$ cat config.mk
export PLATFORM = sky130hd
export DESIGN_NAME = pix_alt_sampler
export DESIGN_NICKNAME = d
export VERILOG_FILES = /design/src/rtl/pas_pkg.sv /design/src/rtl/pas_phase_ctrl.sv /design/src/rtl/pas_pix_index.sv /design/src/rtl/pas_merge_buf.sv /design/src/rtl/pix_alt_sampler.sv
export SDC_FILE = /design/constraint.sdc
export NUM_CORES = 1
export LEC_CHECK = 0
export BUFFER_PORTS_ARGS = -buffer_cell sky130_fd_sc_hd__buf_4
export CAP_MARGIN = 20
export CORE_MARGIN = 3
export CORE_UTILIZATION = 40
export CTS_BUF_LIST = sky130_fd_sc_hd__clkbuf_4 sky130_fd_sc_hd__clkbuf_8
export DETAILED_ROUTE_END_ITERATION = 10
export GPL_ROUTABILITY_DRIVEN = 0
export REMOVE_ABC_BUFFERS = 1
export SLEW_MARGIN = 25
export SYNTH_ARGS = -nofsm -noshare
export SYNTH_HDL_FRONTEND = slang
export SYNTH_HIERARCHICAL = 1
export SYNTH_SLANG_ARGS = --single-unit
export TNS_END_PERCENT = 10
$ cat constraint.sdc
create_clock -name clk -period 6.5 [get_ports clk]
set_clock_uncertainty 0.1 [all_clocks]
set_input_delay 0 -clock clk [delete_from_list [all_inputs] [get_ports clk]]
set_output_delay 0 -clock clk [all_outputs]
set_load 0.03 [all_outputs]
$ cat src/rtl/pas_pkg.sv
package pas_pkg;

    typedef enum logic [1:0] {
        ST_IDLE   = 2'd0,
        ST_FIRST  = 2'd1,
        ST_PAIRED = 2'd2
    } pas_state_t;

endpackage

$ cat src/rtl/pas_phase_ctrl.sv
module pas_phase_ctrl
    import pas_pkg::*;
(
    input  logic       clk,
    input  logic       rst_n,
    input  logic       pix_vld,
    input  logic       pix_sof,
    input  logic       phase_inv,
    output logic       active,
    output logic       cur_odd,
    output logic       frame_odd,
    output pas_state_t st
);

    pas_state_t st_nxt;
    logic       tog_q;
    logic       frame_odd_q;
    logic       sof_hit;
    logic       odd_now;

    assign sof_hit = pix_vld && pix_sof;
    assign odd_now = tog_q ^ phase_inv;

    always_comb begin
        st_nxt = st;
        unique case (st)
            ST_IDLE:   if (sof_hit) st_nxt = ST_FIRST;
            ST_FIRST:  if (sof_hit) st_nxt = ST_PAIRED;
            ST_PAIRED: st_nxt = ST_PAIRED;
            default:   st_nxt = ST_IDLE;
        endcase
    end

    always_ff @(posedge clk) begin
        if (!rst_n) begin
            st          <= ST_IDLE;
            tog_q       <= 1'b0;
            frame_odd_q <= 1'b0;
        end else begin
            st <= st_nxt;
            if (sof_hit) begin
                tog_q       <= ~tog_q;
                frame_odd_q <= odd_now;
            end
        end
    end

    always_comb begin
        unique case (st)
            ST_IDLE: begin
                active  = sof_hit;
                cur_odd = odd_now;
            end
            ST_FIRST, ST_PAIRED: begin
                active  = pix_vld;
                cur_odd = sof_hit ? odd_now : frame_odd_q;
            end
            default: begin
                active  = 1'b0;
                cur_odd = 1'b0;
            end
        endcase
    end

    assign frame_odd = frame_odd_q;

endmodule

$ cat src/rtl/pas_pix_index.sv
module pas_pix_index #(
    parameter int LINE_W = 8,
    localparam int IDX_W = (LINE_W > 1) ? $clog2(LINE_W) : 1
) (
    input  logic             clk,
    input  logic             rst_n,
    input  logic             pix_vld,
    input  logic             pix_sol,
    input  logic             pix_sof,
    output logic [IDX_W-1:0] cur_idx
);

    localparam logic [IDX_W-1:0] IDX_LAST = IDX_W'(LINE_W - 1);

    logic [IDX_W-1:0] idx_q;

    assign cur_idx = (pix_sol || pix_sof) ? '0 : idx_q;

    always_ff @(posedge clk) begin
        if (!rst_n) begin
            idx_q <= '0;
        end else if (pix_vld) begin
            idx_q <= (cur_idx == IDX_LAST) ? IDX_LAST : cur_idx + 1'b1;
        end
    end

endmodule

$ cat src/rtl/pas_merge_buf.sv
module pas_merge_buf #(
    parameter int DATA_W = 8,
    parameter int LINE_W = 8,
    localparam int IDX_W = (LINE_W > 1) ? $clog2(LINE_W) : 1
) (
    input  logic              clk,
    input  logic              rst_n,
    input  logic              en,
    input  logic              keep,
    input  logic [IDX_W-1:0]  idx,
    input  logic [DATA_W-1:0] pix,
    output logic              dec_vld,
    output logic [DATA_W-1:0] dec_data,
    output logic              full_vld,
    output logic [DATA_W-1:0] full_data
);

    logic [DATA_W-1:0] mem [LINE_W];
    logic [LINE_W-1:0] slot_ok;
    logic [DATA_W-1:0] stored;
    logic [DATA_W-1:0] merged;
    logic              wr;

    assign wr = en && keep;

    for (genvar g = 0; g < LINE_W; g++) begin : g_slot
        always_ff @(posedge clk) begin
            if (wr && idx == IDX_W'(g)) mem[g] <= pix;
        end
        always_ff @(posedge clk) begin
            if (!rst_n)                      slot_ok[g] <= 1'b0;
            else if (wr && idx == IDX_W'(g)) slot_ok[g] <= 1'b1;
        end
    end

    always_comb begin
        stored = slot_ok[idx] ? mem[idx] : '0;
        merged = keep ? pix : stored;
    end

    always_ff @(posedge clk) begin
        if (!rst_n) begin
            dec_vld   <= 1'b0;
            dec_data  <= '0;
            full_vld  <= 1'b0;
            full_data <= '0;
        end else begin
            dec_vld  <= wr;
            full_vld <= en;
            if (wr) dec_data  <= pix;
            if (en) full_data <= merged;
        end
    end

endmodule

$ cat src/rtl/pix_alt_sampler.sv
module pix_alt_sampler
    import pas_pkg::*;
#(
    parameter int DATA_W = 8,
    parameter int LINE_W = 8
) (
    input  logic              clk,
    input  logic              rst_n,
    input  logic [DATA_W-1:0] pix_in,
    input  logic              pix_vld,
    input  logic              pix_sol,
    input  logic              pix_sof,
    input  logic              phase_inv,
    output logic              dec_vld,
    output logic [DATA_W-1:0] dec_data,
    output logic              full_vld,
    output logic [DATA_W-1:0] full_data
);

    localparam int IDX_W = (LINE_W > 1) ? $clog2(LINE_W) : 1;

    pas_state_t       st;
    logic             active;
    logic             cur_odd;
    logic             frame_odd;
    logic             keep;
    logic [IDX_W-1:0] cur_idx;

    pas_phase_ctrl u_phase (
        .clk       (clk),
        .rst_n     (rst_n),
        .pix_vld   (pix_vld),
        .pix_sof   (pix_sof),
        .phase_inv (phase_inv),
        .active    (active),
        .cur_odd   (cur_odd),
        .frame_odd (frame_odd),
        .st        (st)
    );

    pas_pix_index #(.LINE_W(LINE_W)) u_index (
        .clk     (clk),
        .rst_n   (rst_n),
        .pix_vld (pix_vld),
        .pix_sol (pix_sol),
        .pix_sof (pix_sof),
        .cur_idx (cur_idx)
    );

    assign keep = (cur_idx[0] == cur_odd);

    pas_merge_buf #(.DATA_W(DATA_W), .LINE_W(LINE_W)) u_merge (
        .clk       (clk),
        .rst_n     (rst_n),
        .en        (active),
        .keep      (keep),
        .idx       (cur_idx),
        .pix       (pix_in),
        .dec_vld   (dec_vld),
        .dec_data  (dec_data),
        .full_vld  (full_vld),
        .full_data (full_data)
    );

endmodule

==> results of run 1 <==
-- cell usage after synthesis (all sizes together), types with 2 or more instances --
cell type | number | area (um2)
and2 | 3 | 18.77
buf | 8 | 61.31
ha | 5 | 62.56
nand2 | 6 | 22.52
nand2b | 2 | 12.51
nor3 | 5 | 25.02
edfxtp | 64 | 1922
a21oi | 11 | 55.05
nor2b | 18 | 112.6
nor2 | 5 | 18.77
nand3 | 2 | 10.01
and3 | 9 | 56.30
mux4 | 15 | 352.8
mux2i | 15 | 150.1
inv | 5 | 18.77
o21a | 8 | 60.06
o21ai | 18 | 90.09
xnor2 | 2 | 17.52
dfxtp | 33 | 660.6
o211ai | 2 | 20.02
clkbuf | 6 | 22.52
-- stage by stage --
step	utilization	total power [mW]	cells	hold slack [ps]	instance area (um2)
final	0.4999	1.435	444	324.4	4684
after detailed placement	0.4571	1.037	411	145.6	4284
after global routing	0.4999	1.509	444	318.5	4684
after CTS	0.4979	1.445	444	318.0	4666
after floorplan	-	0.9206	243	-1.131	3816
after global placement	0.4569	1.032	411	145.5	4282
-- power by group through the flow --
| stage | clock network (mW) | logic [mW] | registers [mW] |
|---|---|---|---|
| after floorplan | 0 | 0.137 | 0.784 |
| after global placement | 0 | 0.289 | 0.743 |
| after detailed placement | 0 | 0.293 | 0.744 |
| after CTS | 0.413 | 0.302 | 0.729 |
| after global routing | 0.440 | 0.335 | 0.734 |
| final | 0.401 | 0.305 | 0.729 |
-- logic make-up after synthesis --
logic type      Yosys count
compound gates           48
flops                    97
xor+xnor                  3
simple gates             55
mux                      30
buf+inv                  19
fa+ha+maj                 5
-- routing by layer --
layer / track usage / routed length [um]
met1: 0.2015 / 3704
met2: 0.2525 / 3877
met3: 0.03891 / 264
met4: 0.03374 / 48
met5: 0 / 0
-- worst max-delay path, delay by kind of cell (launching register included) --
family,cells,cell delay (ps)
xor gates and xnor gates,1,130
AOI/OAI and AO/OA,2,270
DFF,1,390
adders and majority gates,1,310
buffers and inverters,3,590
and+or+nand+nor,2,1090
-- worst max-delay path by stage --
stage | startpoint | end | slack (ps) | depth (start not counted)
after floorplan | u_phase/st[0] | u_merge/mem[0][0] | 2840 | 6
after global placement | u_phase/st[0] | u_merge/mem[1][0] | 3420 | 9
after detailed placement | u_phase/st[0] | u_merge/mem[4][6] | 3360 | 9
after CTS | u_phase/st[0] | u_merge/mem[4][5] | 3330 | 9
after global routing | u_phase/st[0] | u_merge/mem[4][5] | 3050 | 9
final | u_phase/st[0] | u_merge/mem[4][5] | 3300 | 9
-- cell type report --
cell class | instances | area, um2
multi-input cells | 141 | 1247
flip-flops and latches | 97 | 2582
fillers | 837 | 4687
clock inverters | 5 | 60.06
repair buffers | 56 | 462.9
clock buffers | 11 | 151.4
well taps | 129 | 161.4
inverters | 5 | 18.77
-- registers in the layout (all words and copies together), names as in the netlist --
register,flops
u_merge/slot_ok,8
u_merge/full_data,8
u_merge/dec_vld,1
u_phase/st,2
u_merge/full_vld,1
u_index/idx_q,3
u_phase/tog_q,1
u_merge/dec_data,8
u_phase/frame_odd,1
u_merge/mem,64
-- what timing repair did --
action / CTS / global route
hold buffers: 17 / 0
endpoints found under the hold margin: 91 / 0
resized for setup: 0 / 0
==> flow_summary.json, run 1 <==
{
  "cts_buffer_depth": 2,
  "clk_pin_slew_worst_paths_ps": 90,
  "ys_seq_area_frac": 0.6622,
  "num_vias": 2271,
  "synth_xor_area_frac": 0.006737,
  "min_path_type": "input port to flip-flop",
  "numCtsBuffers": 9,
  "p_switching_mw": 0.4073,
  "crit_fanout": 12,
  "wl_per_cell_um": 17.78,
  "synth_edf_count": 64,
  "grt_pass1_vias": 2363,
  "yosys.area_share.adder": 0.01604,
  "io_pins": 32,
  "htreeDepth": 3,
  "run_status": "finished clean",
  "synth_area_mm2": 0.003900,
  "ant_nets": 0,
  "final_cell_mix": "edfxtp_1 (64), buf_4 (39), dfxtp_1 (33), o21ai_0 (18), nor2b_1 (18)",
  "insertion_delay_ps": 360,
  "synthCells": 257,
  "cap_viol_max_count": 0,
  "grt.overflow.total": 0,
  "max_freq_ghz": 0.3129,
  "p_clk_frac": 0.280,
  "row_count": 35,
  "critPathSlowestCell": "nor3_1",
  "yosysWarningCount": 6,
  "reg2reg_from": "u_phase/st[0]",
  "cpMostUsedCell": "buf_4",
  "finalWorstSetupSlack_ps": 3304,
  "start_util": 0.4162,
  "area_growth_pct": 20.12,
  "firstDrtPassIters": 4,
  "ys_ff_latch": 97,
  "hold_viol": 0,
  "intPower_mw": 1.028,
  "cts-root-buf": "clkbuf_8",
  "crit_chain": "inv_1 > ha_1 > o211ai_1 > a21oi_1 > xnor2_1 > buf_4 > nand2_1 > nor3_1 > buf_4",
  "nets": 329,
  "io_buffers": 31,
  "ir_worst_vdd_uv": 204.0,
  "fin_crit_sh": 0.4917,
  "rsz0062_at_grt": "false",
  "seq_power_share": 0.508,
  "grt_pass1_wl_mm": 12.64,
  "critPathLaunchType": "flip-flop",
  "maxSlewViolCount": 0,
  "grt_max_degree": 34,
  "p_per_area_mw_per_mm2": 306.3,
  "dp_slack_ps": 3361,
  "rrSetupSlack_ps": 3300,
  "final_common_cell": "edfxtp_1",
  "antennaDiodeCount": 0,
  "combinationalPowerShare": 0.212,
  "worstPathArrival_ps": 3160,
  "drt_drc_violations_left": 0,
  "cts_tree": "done",
  "yosys.area_share.simple": 0.08149,
  "dieArea_mm2": 0.01097,
  "synth_flop_cell": "edfxtp_1",
  "synth_compound_area_frac": 0.07828,
  "swShare": 0.2838,
  "critPathCaptureType": "flip-flop",
  "drt_iter0_markers": 147,
  "reg2reg_depth": 9,
  "dp_hpwl_mm": 4.831,
  "worstSetupPathType": "flip-flop to flip-flop",
  "tightest_slew_ps": 949.2,
  "syn_area_per_cell_um2": 15.18,
  "timing.rr.end": "u_merge/mem[4][5]",
  "setup_viol": 0,
  "whs_path_depth": 2,
  "synthArstFlopShare": 0,
  "synthMuxAreaShare": 0.1290,
  "leakage_nw": 1.654,
  "post_cts_buffers": 0,
  "die_h_um": 104.7,
  "antenna_found_initial": 0,
  "hold_start": "pix_in[5]",
  "synth_top_family_by_area": "multiplexers",
  "cts_num_sinks": 97,
  "viasPerCell": 5.115,
  "totalWireLength_mm": 7.894,
  "worstHoldEndpoint": "u_merge/mem[0][5]",
  "synth.distinct_cells": 40,
  "drive_gt1_frac": 0.2349,
  "design.core.area_mm2": 0.009371,
  "cp.required_ps": 6460,
  "finalSetupTns_ps": 0,
  "dieWidth_um": 104.7,
  "relSlewSlack": 0.3633,
  "grt_use_total": 0.1519,
  "cpPeakStageDelay_ps": 740,
  "period_minus_slack_ps": 3196
}
Note: power is estimated with default switching activity, not from simulation.
==> run 2: changes to the inputs <==
- clock period: 6.5 -> 2.68 ns (I/O delays scaled with it)
==> flow_summary.json, run 2 (synthesis gave the netlist of run 1 again) <==
{
  "dieWidth_um": 104.7,
  "hold_viol": 0,
  "max_freq_ghz": 0.3986,
  "antennaDiodeCount": 0,
  "crit_fanout": 9,
  "cap_viol_max_count": 0,
  "critPathSlowestCell": "dfxtp_1",
  "dp_hpwl_mm": 5.174,
  "nFillCells": 833,
  "leakage_nw": 1.745,
  "start_util": 0.4162,
  "worstSetupPathType": "flip-flop to flip-flop",
  "grt_max_degree": 34,
  "reg2reg_from": "u_phase/st[0]",
  "period_minus_slack_ps": 2509,
  "critPathLaunchType": "flip-flop",
  "cts_resized": 0,
  "final_common_cell": "edfxtp_1",
  "drive_gt1_frac": 0.2576,
  "worstPathArrival_ps": 2480,
  "ir_worst_vdd_uv": 319.3,
  "ant_nets": 0,
  "cpPeakStageDelay_ps": 390,
  "whs_path_depth": 2,
  "grt.overflow.total": 0,
  "rsz0062_at_grt": "false",
  "critPathCaptureType": "flip-flop",
  "viasPerCell": 5.129,
  "regMostFlops": "u_merge/mem",
  "tightest_slew_ps": 451.9,
  "setup_viol": 0,
  "cts-root-buf": "clkbuf_8",
  "cts_tree": "done",
  "totalWireLength_mm": 8.054,
  "htreeDepth": 3,
  "fin_crit_sh": 0.9361,
  "nets": 344,
  "clk_pin_slew_worst_paths_ps": 90,
  "drt_iter0_markers": 132,
  "min_path_type": "input port to flip-flop",
  "grt_pass1_wl_mm": 12.94,
  "largest_reg_flops": 64,
  "cts_num_sinks": 97,
  "dieArea_mm2": 0.01097,
  "insertion_delay_ps": 350,
  "numCtsBuffers": 9,
  "crit_chain": "inv_1 > ha_1 > o211ai_1 > a21oi_1 > xnor2_1 > nand2_1 > nor3_1 > buf_4",
  "design.core.area_mm2": 0.009371,
  "rrSetupSlack_ps": 170,
  "cts_buffer_depth": 2,
  "timing.rr.end": "u_merge/mem[2][2]",
  "io_pins": 32,
  "num_vias": 2354,
  "die_h_um": 104.7,
  "area_growth_pct": 23.45,
  "drt_drc_violations_left": 0,
  "grt_use_total": 0.1541,
  "io_buffers": 31,
  "post_cts_buffers": 0,
  "relSlewSlack": 0.6979,
  "firstDrtPassIters": 4,
  "maxSlewViolCount": 0,
  "run_status": "finished clean",
  "grt_pass1_vias": 2404,
  "wl_per_cell_um": 17.55,
  "antenna_found_initial": 0,
  "final_cell_mix": "edfxtp_1 (64), buf_4 (52), dfxtp_1 (33), o21ai_0 (18), nor2b_1 (18)",
  "hold_start": "pix_in[4]",
  "row_count": 35,
  "worstHoldEndpoint": "u_merge/mem[7][4]",
  "layout.cells.non_filler": 459,
  "dpl.cell_count": 426,
  "p_per_area_mw_per_mm2": 745.9,
  "timing.hold.ws_ps": 334.2,
  "cp.required_ps": 2650,
  "reg2reg_depth": 8
}
==> run 2: cell count changes in the layout (fill, tap and decap cells not counted), sizes merged <==
cell	before	now
buf	39	54
clkinv	2	1
clkinvlp	1	2
inv	6	5
bufinv	1	2
==> run 2: timing repair <==
action                     CTS  global route
setup endpoints to repair    0             0
hold endpoints to repair    95             0
hold buffers                17             0
==> run 2: report_power, final <==
| part | leakage, nW | switching, mW | internal, mW |
|---|---|---|---|
| combinational | 0.791 | 0.455 | 0.331 |
| clock | 0.109 | 0.483 | 0.560 |
| sequential | 0.846 | 0.0525 | 1.71 |
==> run 2: cell type report <==
| type | count | area [um2] | share of cell area |
|---|---|---|---|
| sequential | 97 | 2582 | 0.5364 |
| multi-input combinational | 141 | 1226 | 0.2547 |
| timing repair buffer | 71 | 600.6 | 0.1247 |
| tap | 129 | 161.4 | 0.03352 |
| clock buffer | 11 | 145.1 | 0.03015 |
| clock inverter | 5 | 80.08 | 0.01663 |
| inverter | 5 | 18.77 | 0.003898 |
==> run 2: routing by layer <==
layer | vias to the layer above | track usage | routed length, um
met5 | - | 0 | 0
met4 | 0 | 0.04405 | 57
met3 | 9 | 0.03891 | 379
met2 | 62 | 0.2456 | 3822
met1 | 1175 | 0.2101 | 3795
li1 | 1108 | - | -
==> run 2: worst max path at each step <==
stage / from / to / slack [ps] / depth (start not counted)
2_1_floorplan: u_phase/st[0] / u_merge/mem[0][0] / -980 / 6
3_3_place_gp: u_phase/st[0] / u_merge/mem[6][2] / 310 / 8
3_5_place_dp: u_phase/st[0] / u_merge/mem[6][2] / 220 / 8
4_1_cts: u_phase/st[0] / u_merge/mem[2][6] / 180 / 8
5_1_grt: u_phase/st[0] / u_merge/mem[2][7] / 40 / 8
6_report: u_phase/st[0] / u_merge/mem[2][2] / 170 / 8
==> run 2: stage by stage <==
stage / cell area (um2) / setup TNS (ps) / power, mW / util / worst slack (ps)
after floorplan: 3816 / -41410 / 2.233 / - / -984.5
after global placement: 4419 / 0 / 2.552 / 0.4716 / 311.0
after detailed placement: 4419 / 0 / 2.566 / 0.4716 / 222.5
after CTS: 4815 / 0 / 3.633 / 0.5138 / 184.5
after global routing: 4815 / 0 / 3.775 / 0.5138 / 35.41
final: 4815 / 0 / 3.591 / 0.5138 / 171.1
==> run 2: worst max-delay path, delay by kind of cell (launching register included) <==
| kind | cells | cell delay, ps |
|---|---|---|
| and+or+nand+nor | 2 | 660 |
| xor gates and xnor gates | 1 | 160 |
| adders and majority gates | 1 | 320 |
| AOI/OAI and AO/OA | 2 | 300 |
| DFF | 1 | 390 |
| buffers and inverters | 2 | 300 |
